## src/rtl/sb_pkg.sv

```systemverilog
package sb_pkg;

    localparam int unsigned SB_DATA_W = 64;
    localparam int unsigned SB_TAG_W  = 4;
    localparam int unsigned SB_ADDR_W = 32;
    localparam int unsigned SB_DEPTH  = 4;

    // Lifecycle of one store slot
    typedef enum logic [1:0] {
        SLOT_FREE   = 2'd0,
        SLOT_NEEDEA = 2'd1,
        SLOT_PARKED = 2'd2
    } slot_state_e;

    // Circular pointer advance
    function automatic int unsigned ring_next(int unsigned p, int unsigned depth);
        return (p + 1 == depth) ? 0 : p + 1;
    endfunction

endpackage

```

## src/rtl/sb_agen.sv

```systemverilog
module sb_agen #(
    parameter int unsigned ADDR_W = 32
) (
    input  logic [ADDR_W-1:0] base,
    input  logic [ADDR_W-1:0] offset,
    output logic [ADDR_W-1:0] ea
);
    // Shared effective-address adder, result truncated to ADDR_W
    always_comb ea = base + offset;
endmodule

```

## src/rtl/sb_slot.sv

```systemverilog
module sb_slot
    import sb_pkg::*;
#(
    parameter int unsigned DATA_W = 64,
    parameter int unsigned TAG_W  = 4,
    parameter int unsigned ADDR_W = 32
) (
    input  logic              clk,
    input  logic              rst,
    input  logic              alloc,
    input  logic [ADDR_W-1:0] a_base,
    input  logic [ADDR_W-1:0] a_off,
    input  logic [DATA_W-1:0] a_data,
    input  logic [TAG_W-1:0]  a_tag,
    input  logic              ea_load,
    input  logic [ADDR_W-1:0] ea_value,
    input  logic              bc_valid,
    input  logic [TAG_W-1:0]  bc_tag,
    input  logic [DATA_W-1:0] bc_data,
    input  logic              retire,
    output logic              busy,
    output logic              ea_ok,
    output logic [ADDR_W-1:0] base,
    output logic [ADDR_W-1:0] off,
    output logic [ADDR_W-1:0] ea,
    output logic [DATA_W-1:0] value,
    output logic [TAG_W-1:0]  qi
);
    slot_state_e st;
    logic        iss_hit;
    logic        snoop_hit;

    always_comb begin
        iss_hit   = (a_tag != '0) && bc_valid && (bc_tag == a_tag);
        snoop_hit = (st != SLOT_FREE) && (qi != '0) && bc_valid && (bc_tag == qi);
        busy      = (st != SLOT_FREE);
        ea_ok     = (st == SLOT_PARKED);
    end

    always_ff @(posedge clk) begin
        if (rst) begin
            st    <= SLOT_FREE;
            base  <= '0;
            off   <= '0;
            ea    <= '0;
            value <= '0;
            qi    <= '0;
        end else if (retire) begin
            st <= SLOT_FREE;
            qi <= '0;
        end else if (alloc) begin
            st   <= SLOT_NEEDEA;
            base <= a_base;
            off  <= a_off;
            if (iss_hit) begin
                value <= bc_data;
                qi    <= '0;
            end else begin
                value <= a_data;
                qi    <= a_tag;
            end
        end else begin
            if (ea_load && st == SLOT_NEEDEA) begin
                ea <= ea_value;
                st <= SLOT_PARKED;
            end
            if (snoop_hit) begin
                value <= bc_data;
                qi    <= '0;
            end
        end
    end
endmodule

```

## src/rtl/sb_ctrl.sv

```systemverilog
module sb_ctrl
    import sb_pkg::*;
#(
    parameter int unsigned DEPTH = 4,
    localparam int unsigned IDX_W = (DEPTH > 1) ? $clog2(DEPTH) : 1,
    localparam int unsigned CNT_W = $clog2(DEPTH + 1)
) (
    input  logic             clk,
    input  logic             rst,
    input  logic             iss_fire,
    input  logic             agen_fire,
    input  logic             wr_fire,
    output logic [IDX_W-1:0] head,
    output logic [IDX_W-1:0] tail,
    output logic [IDX_W-1:0] aptr,
    output logic             full
);
    logic [CNT_W-1:0] count;

    always_comb full = (count == CNT_W'(DEPTH));

    always_ff @(posedge clk) begin
        if (rst) begin
            head  <= '0;
            tail  <= '0;
            aptr  <= '0;
            count <= '0;
        end else begin
            if (iss_fire)  tail <= IDX_W'(ring_next(int'(tail), DEPTH));
            if (agen_fire) aptr <= IDX_W'(ring_next(int'(aptr), DEPTH));
            if (wr_fire)   head <= IDX_W'(ring_next(int'(head), DEPTH));
            case ({iss_fire, wr_fire})
                2'b10:   count <= count + 1'b1;
                2'b01:   count <= count - 1'b1;
                default: count <= count;
            endcase
        end
    end
endmodule

```

## src/rtl/store_buffer.sv

```systemverilog
module store_buffer
    import sb_pkg::*;
#(
    parameter int unsigned DATA_W = SB_DATA_W,
    parameter int unsigned TAG_W  = SB_TAG_W,
    parameter int unsigned ADDR_W = SB_ADDR_W,
    parameter int unsigned DEPTH  = SB_DEPTH
) (
    input  logic              clk,
    input  logic              rst,
    input  logic              iss_valid,
    output logic              iss_ready,
    input  logic [ADDR_W-1:0] iss_base,
    input  logic [ADDR_W-1:0] iss_offset,
    input  logic [DATA_W-1:0] iss_data,
    input  logic [TAG_W-1:0]  iss_tag,
    input  logic              bc_valid,
    input  logic [TAG_W-1:0]  bc_tag,
    input  logic [DATA_W-1:0] bc_data,
    output logic              mem_valid,
    input  logic              mem_ack,
    output logic [ADDR_W-1:0] mem_addr,
    output logic [DATA_W-1:0] mem_data
);
    localparam int unsigned IDX_W = (DEPTH > 1) ? $clog2(DEPTH) : 1;

    logic [IDX_W-1:0]  head, tail, aptr;
    logic              full, iss_fire, agen_fire, wr_fire;
    logic [DEPTH-1:0]  busy_vec, aok_vec;
    logic [ADDR_W-1:0] base_a [DEPTH];
    logic [ADDR_W-1:0] off_a  [DEPTH];
    logic [ADDR_W-1:0] ea_a   [DEPTH];
    logic [DATA_W-1:0] val_a  [DEPTH];
    logic [TAG_W-1:0]  qi_a   [DEPTH];
    logic [ADDR_W-1:0] agen_ea;
    logic [ADDR_W-1:0] head_base, head_off;
    logic [TAG_W-1:0]  head_qi;
    logic              head_busy;

    always_comb begin
        iss_ready = !full;
        iss_fire  = iss_valid && !full;
        agen_fire = busy_vec[aptr] && !aok_vec[aptr];
        head_busy = busy_vec[head];
        head_qi   = qi_a[head];
        head_base = base_a[head];
        head_off  = off_a[head];
        mem_valid = head_busy && aok_vec[head] && (head_qi == '0);
        wr_fire   = mem_valid && mem_ack;
        mem_addr  = ea_a[head];
        mem_data  = val_a[head];
    end

    sb_ctrl #(.DEPTH(DEPTH)) u_ctrl (
        .clk       (clk),
        .rst       (rst),
        .iss_fire  (iss_fire),
        .agen_fire (agen_fire),
        .wr_fire   (wr_fire),
        .head      (head),
        .tail      (tail),
        .aptr      (aptr),
        .full      (full)
    );

    sb_agen #(.ADDR_W(ADDR_W)) u_agen (
        .base   (base_a[aptr]),
        .offset (off_a[aptr]),
        .ea     (agen_ea)
    );

    for (genvar i = 0; i < DEPTH; i++) begin : g_slot
        sb_slot #(.DATA_W(DATA_W), .TAG_W(TAG_W), .ADDR_W(ADDR_W)) u_slot (
            .clk      (clk),
            .rst      (rst),
            .alloc    (iss_fire && (tail == IDX_W'(i))),
            .a_base   (iss_base),
            .a_off    (iss_offset),
            .a_data   (iss_data),
            .a_tag    (iss_tag),
            .ea_load  (agen_fire && (aptr == IDX_W'(i))),
            .ea_value (agen_ea),
            .bc_valid (bc_valid),
            .bc_tag   (bc_tag),
            .bc_data  (bc_data),
            .retire   (wr_fire && (head == IDX_W'(i))),
            .busy     (busy_vec[i]),
            .ea_ok    (aok_vec[i]),
            .base     (base_a[i]),
            .off      (off_a[i]),
            .ea       (ea_a[i]),
            .value    (val_a[i]),
            .qi       (qi_a[i])
        );
    end
endmodule

```

## config.mk

```make
export PLATFORM = sky130hd
export DESIGN_NAME = store_buffer
export DESIGN_NICKNAME = d
export VERILOG_FILES = /design/src/rtl/sb_pkg.sv /design/src/rtl/sb_agen.sv /design/src/rtl/sb_slot.sv /design/src/rtl/sb_ctrl.sv /design/src/rtl/store_buffer.sv
export SDC_FILE = /design/constraint.sdc
export NUM_CORES = 2
export LEC_CHECK = 0
export ABC_AREA = 1
export CAP_MARGIN = 40
export CORE_MARGIN = 2
export CORE_UTILIZATION = 40
export DETAILED_ROUTE_END_ITERATION = 8
export SLEW_MARGIN = 20
export SYNTH_ARGS = -nofsm -noshare
export SYNTH_HDL_FRONTEND = slang
export SYNTH_HIERARCHICAL = 1
export SYNTH_SLANG_ARGS = --single-unit
export TNS_END_PERCENT = 50
```

## constraint.sdc

```tcl
create_clock -name clk -period 3.82 [get_ports clk]
set_input_delay 0.764 -clock clk [delete_from_list [all_inputs] [get_ports clk]]
set_output_delay 0.764 -clock clk [all_outputs]
set_load 0.03 [all_outputs]
```

-- Word-level counts from Yosys, hierarchy flattened
Cells that the tools add are included.
- multiplexer cells: 53
- equality and inequality tests: 28
- add/subtract/negate cells: 6
- order comparisons: 4
- reduce and logical (&&, ||, !) cells: 79
- bitwise gates (word level): 10
- operator list (kind ; count):
    2-to-1 mux 64 bit ; 11
    binary-select mux 32 bit (select 2 bit) ; 3
    2-to-1 mux 32 bit ; 6
    binary-select mux 64 bit (select 2 bit) ; 1
    2-to-1 mux 4 bit ; 11
    logical AND 1 bit ; 35
    adder 32 bit ; 1
    nonzero test 2 bit ; 13
    equality test 2 bit (second input constant) ; 11
    equality test 4 bit ; 5
    nonzero test 4 bit ; 5
    equality test 2 x 1 -> 1 bit (second input constant) ; 8
    AND reduction 2 bit ; 8
    equality test 3 bit (second input constant) ; 4
    2-to-1 mux 1 bit ; 12
    AND reduction 3 bit ; 4
    OR reduction 3 bit ; 4
    adder 2 x 1 -> 3 bit (second input constant) ; 3
    binary-select mux 1 bit (select 2 bit) ; 4
    binary-select mux 4 bit (select 2 bit) ; 1
    inverter 1 bit ; 8
    OR reduction 2 bit ; 4
    greater-or-equal comparator 3 bit (second input constant) ; 2
    logical NOT 2 bit ; 3
    other kinds (8) ; 13
- output and inout port bits: 98
- register bits: 673

-- Longest topological paths before layout
- depth after elaboration: 10
- depth in mapped cells: 21
- mapped depth without buffers: 19

-- Cells and area by module
The synthesis kept the hierarchy.
- by module, submodules not included (module ; cells an instance ; sequential area each (µm²) ; area an instance (µm²) ; instances):
    sb_slot ; 1117 ; 3323.2 ; 7287.0 ; 4
    store_buffer ; 712 ; 0.0 ; 3898.7 ; 1
    sb_agen ; 494 ; 0.0 ; 2384.8 ; 1
    sb_ctrl ; 59 ; 180.2 ; 435.4 ; 1

-- Least setup slack after synthesis
No wires, ideal clock.
- path kind: reg-to-reg
- start: register u_ctrl.aptr[1]
- end: register g_slot[0].u_slot.ea[28]
- data required time: 3.704 ns
- period minus slack after synthesis: 2.672 ns
- data arrival time: 2.556 ns
- setup slack: 1.148 ns
- cell stages (with the launch flop): 22
- cell sequence: dfxtp_1 inv_2 nand2_1 inv_2 buf_2 buf_2 a22oi_1 nand2_1 ha_1 fa_1 nand3_1 nand3_2 nand2_1 nand2_2 nand2_1 nand2_2 nand2_1 nand2_1 nand2_1 nand2_1 nor2_1 nor2_1
- RTL lines (item ; RTL line ; RTL):
    start: declaration ; sb_ctrl.sv:15 ; output logic [IDX_W-1:0] aptr,
    start signal: assignment ; sb_ctrl.sv:30 ; if (agen_fire) aptr <= IDX_W'(ring_next(int'(aptr), DEPTH));
    inverter 2 -> 3 bit (not written as such) (*) ; store_buffer.sv:67, store_buffer.sv:68 ;
    binary-select mux 32 bit (select 2 bit), on equally long branches ; store_buffer.sv:67, store_buffer.sv:68 ;
    2-to-1 mux 32 bit, on equally long branches (2 in series) ; store_buffer.sv:67, store_buffer.sv:68 ;
    adder 32 bit (*) ; sb_agen.sv:9 ; always_comb ea = base + offset;
    net agen_ea[28] ; store_buffer.sv:35 ; logic [ADDR_W-1:0] agen_ea;
    end signal: assignment ; sb_slot.sv:64 ; ea <= ea_value;
    end: declaration ; sb_slot.sv:25 ; output logic [ADDR_W-1:0] ea,
Mark *: on every way through the listed nets, which the timed path passes. The rest lies on a longest branch. The select of a mux whose other input is x is not followed.
A chain may end at the register's enable or synchronous reset.

-- Final worst setup path
- start: register u_ctrl.head[0]
- end: output mem_data[34]
- longest elaborated chain between the ends: 4
- RTL lines (item ; RTL line ; RTL):
    start: declaration ; sb_ctrl.sv:13 ; output logic [IDX_W-1:0] head,
    start signal: assignment ; sb_ctrl.sv:31 ; if (wr_fire) head <= IDX_W'(ring_next(int'(head), DEPTH));
    inverter 2 -> 3 bit (not written as such) ; store_buffer.sv:51 ; mem_data = val_a[head];
    binary-select mux 64 bit (select 2 bit) ; store_buffer.sv:51 ;
    2-to-1 mux 64 bit (not written as such) (2 in series) ; store_buffer.sv:51 ;
    end: declaration ; store_buffer.sv:23 ; output logic [DATA_W-1:0] mem_data
Every way passes these cells. The select of a mux whose other input is x is not followed.

==> results.toml <==
[routing]
num_vias = 36600
firstDrtPassIters = 6
wirelength_um = 131000
drt_iter0_drc = 3467
drc = 0
antenna_left = 0
avgRoutedWirePerCell_um = 18.4
viasPerCell = 5.16

[place]
port_buffers = 302
gp_congestion = 0.925
postPlaceCellArea_mm2 = 0.0398
dp_hpwl_um = 81200

[timing]
hold_ws_ns = 0.500
hold_violations = 0
maxSlewViolCount = 0
worstMarginPinSlew_ns = 0.722
rsz0062_at_grt = "false"
relSlewSlack_pct = 51.7
clock.fmax_mhz = 271
fin_setup_tns_ns = 0
setup_viol = 0
fin_crit_ns = 3.69
skew_ns = 0.0290
period_share_pct = 96.5

[layout]
fillers = 9188
final_cell_area_mm2 = 0.0425
regArea_mm2 = 0.0135
drive_above_1_share_pct = 5.23
multiInputGateArea_mm2 = 0.0187
layout-area-overhead-vs-synth_pct = 18.6
nets = 6115

[setup_path]
crit_required_ns = 3.06
worstPathCellList = "buf_4 -> nor2_8 -> buf_12 -> a22oi_1 -> nand2_1 -> clkdlybuf4s50_1"
cp_slowest_cell = "clkdlybuf4s50_1"
slowest_delay_ns = 0.69
crit_type = "reg2out"
arrival_ns = 2.92
cp_max_fo = 42
critPathCaptureType = "output port"
startpoint_type = "register"

[floorplanning]
die-area_mm2 = 0.0921
die_h_um = 303
die_w_um = 303
rows = 109
start_util_pct = 40.5
ios = 303
core-area_mm2 = 0.0886

[global_route]
grt_max_degree = 98
grt_pass1_vias = 34400
grt_pass1_wl_um = 201000
grt_use_total_pct = 27.8
grt_overflow = 0
antenna_found_initial = 1

[power]
p_per_area_mw_per_mm2 = 456
total_leakage_power_nw = 21.3
ir_drop_v = 0.000516

[cts]
cts_tree = "built"
cts_buffers = 77
htreeDepth = 3
cts.sinks = 673
cts.path.max_buffers = 3
clkTransAtPathRegs_ns = 0.06
insertion_delay_ns = 0.65
ctsRootBufferMaster = "clkbuf_16"

[synth]
synth_cell_type_count = 35
syn_area_mm2 = 0.0359
ys_seq_area_share_pct = 37.6
synth.area.top_cells = "dfxtp_1 38%, nand2_1 17%, nor2_1 15%, o21ai_0 5.4%, a22oi_1 5.2%"
synth_seq_cells = 673
syn_inst = 5733
synth_nets = 5975
syn_avg_cell_area_um2 = 6.26
synth_top_area_share_pct = 37.6
synth_area_leader_cell = "dfxtp_1"
yosys_warnings = 6

[outcome]
status = "finished, final reports clean"

[worst_hold_path]
min_path_type = "reg2reg"

[flow_run]
maxCapViolCount = 0
-- synthesized netlist by cell type --
library cell,n
nand2_1,1665
nor2_1,1398
dfxtp_1,673
inv_1,457
o21ai_0,389
nand3_1,369
a22oi_1,247
clkbuf_1,133
buf_2,94
buf_6,60
a21oi_1,43
buf_4,35
ha_1,35
buf_1,24
nand2_2,19
inv_2,18
xor2_1,18
buf_8,8
nor3_1,7
nand4_1,6
nor3_2,6
nand3_2,5
a2111oi_0,4
or2_1,4
fa_1,2
nor2_2,2
nor2_8,2
o21bai_1,2
xnor2_1,2
a21o_1,1
a21oi_2,1
and2_1,1
nor2_4,1
nor3b_1,1
or2_4,1
-- layout by cell type (no fill, tap or decap), types with 2 or more instances in the layout --
cell type        Yosys  final
nand2_1           1665   1661
clkbuf_1           133     21
nor3_1               7      3
nor3_4               0      4
nand2_2             19     19
nand3_1            369    365
nand4_1              6      6
clkbuf_8             0     13
nor2_8               2      2
dfxtp_1            673    671
inv_2               18     17
or2_1                4      4
a22oi_1            247    247
fa_1                 2      2
inv_6                0      7
buf_4               35     62
nor2_2               2      2
inv_1              457    453
nand3_4              0      2
clkinv_2             0      9
dlymetal6s2s_1       0      3
buf_12               0     51
a2111oi_0            4      4
nor2_1            1398   1392
clkinv_8             0      4
nand3_2              5      7
o21ai_0            389    389
ha_1                35     35
nor3_2               6      6
a21oi_1             43     43
o21bai_1             2      2
xor2_1              18     18
xnor2_1              2      2
nor2_4               1      8
bufinv_16            0      9
clkbuf_16            0     77
nand2_4              0      4
clkdlybuf4s50_1      0    298
-- metal layers --
metal | track usage, % | vias up | part of all wire (%) | wire (um)
li1 | - | 18200 | - | -
met1 | 36.3 | 16900 | 44 | 57200
met2 | 46.9 | 1348 | 47 | 61200
met3 | 3.51 | 205 | 6.4 | 8430
met4 | 10.1 | 0 | 3.0 | 3980
met5 | 0 | - | 0 | 0
-- repair_timing --
item,4_1_cts,5_1_grt
hold buffers,0,0
gates resized for setup,2,5
pin swaps,2,1
gates cloned,1,0
setup endpoints to repair,81,30
buffers inserted,5,4
-- sequential cells by signal, indices dropped and copies added (netlist names) --
name,count
u_ctrl/tail,2
g_slot.u_slot/qi,16
g_slot.u_slot/base,128
g_slot.u_slot/off,128
u_ctrl/count,3
g_slot.u_slot/value,256
u_ctrl/head,2
g_slot.u_slot/ea,128
g_slot.u_slot/st,8
u_ctrl/aptr,2
-- area by class of cell --
cell class | instances | area share [%]
diodes | 1 | 0.00588
clock buffers | 111 | 5.14
clock inverters | 27 | 1.02
inverters | 475 | 4.25
multi-input cells | 4232 | 43.9
flip-flops and latches | 673 | 31.7
well taps | 1165 | 3.43
repair buffers | 414 | 10.6
-- kinds of logic after synthesis --
logic type                 share of synthesized area (%)
and+or+nand+nor                                     38.4
buffers and inverters                               10.9
AOI/OAI and AO/OA                                   11.4
DFF                                                 37.6
adders and majority gates                           1.33
xor gates and xnor gates                           0.488
-- power by group --
| group | switching [W] | internal (W) | total [W] | leakage (nW) |
|---|---|---|---|---|
| Clock | 0.00319 | 0.00461 | 0.00780 | 1.28 |
| Sequential | 0.000213 | 0.00741 | 0.00762 | 5.48 |
| Combinational | 0.00266 | 0.00133 | 0.00399 | 14.5 |
| Total | 0.00606 | 0.0134 | 0.0194 | 21.3 |
-- worst max-delay path: cells and delay by family, from the launching register on --
family	cells	cell delay [ns]
and+or+nand+nor	2	0.51
buffers and inverters	3	1.20
DFF	1	0.37
AOI/OAI and AO/OA	1	0.14
-- metrics by stage --
step | util (%) | setup WS [ns] | power [W] | cells
after floorplan | - | 1.15 | 0.0102 | 5733
after global placement | 44.9 | 0.490 | 0.0117 | 6949
after detailed placement | 44.9 | 0.432 | 0.0117 | 6949
after CTS | 47.9 | 0.0561 | 0.0195 | 7093
after global routing | 48.0 | 0.00315 | 0.0202 | 7098
final | 48.0 | 0.135 | 0.0194 | 7098
-- worst paths after layout --
| check | start | end | slack, ns | cells past startpoint |
|---|---|---|---|---|
| max | u_ctrl/head[0] | mem_data[34] | 0.13 | 6 |
| min | g_slot[1].u_slot/st[0] | g_slot[1].u_slot/st[0] | 0.50 | 2 |
| max reg2reg | u_ctrl/aptr[0] | g_slot[2].u_slot/ea[29] | 0.38 | 17 |
| min reg2reg | g_slot[1].u_slot/st[0] | g_slot[1].u_slot/st[0] | 0.50 | 2 |
(Power assumes the default switching activity.)
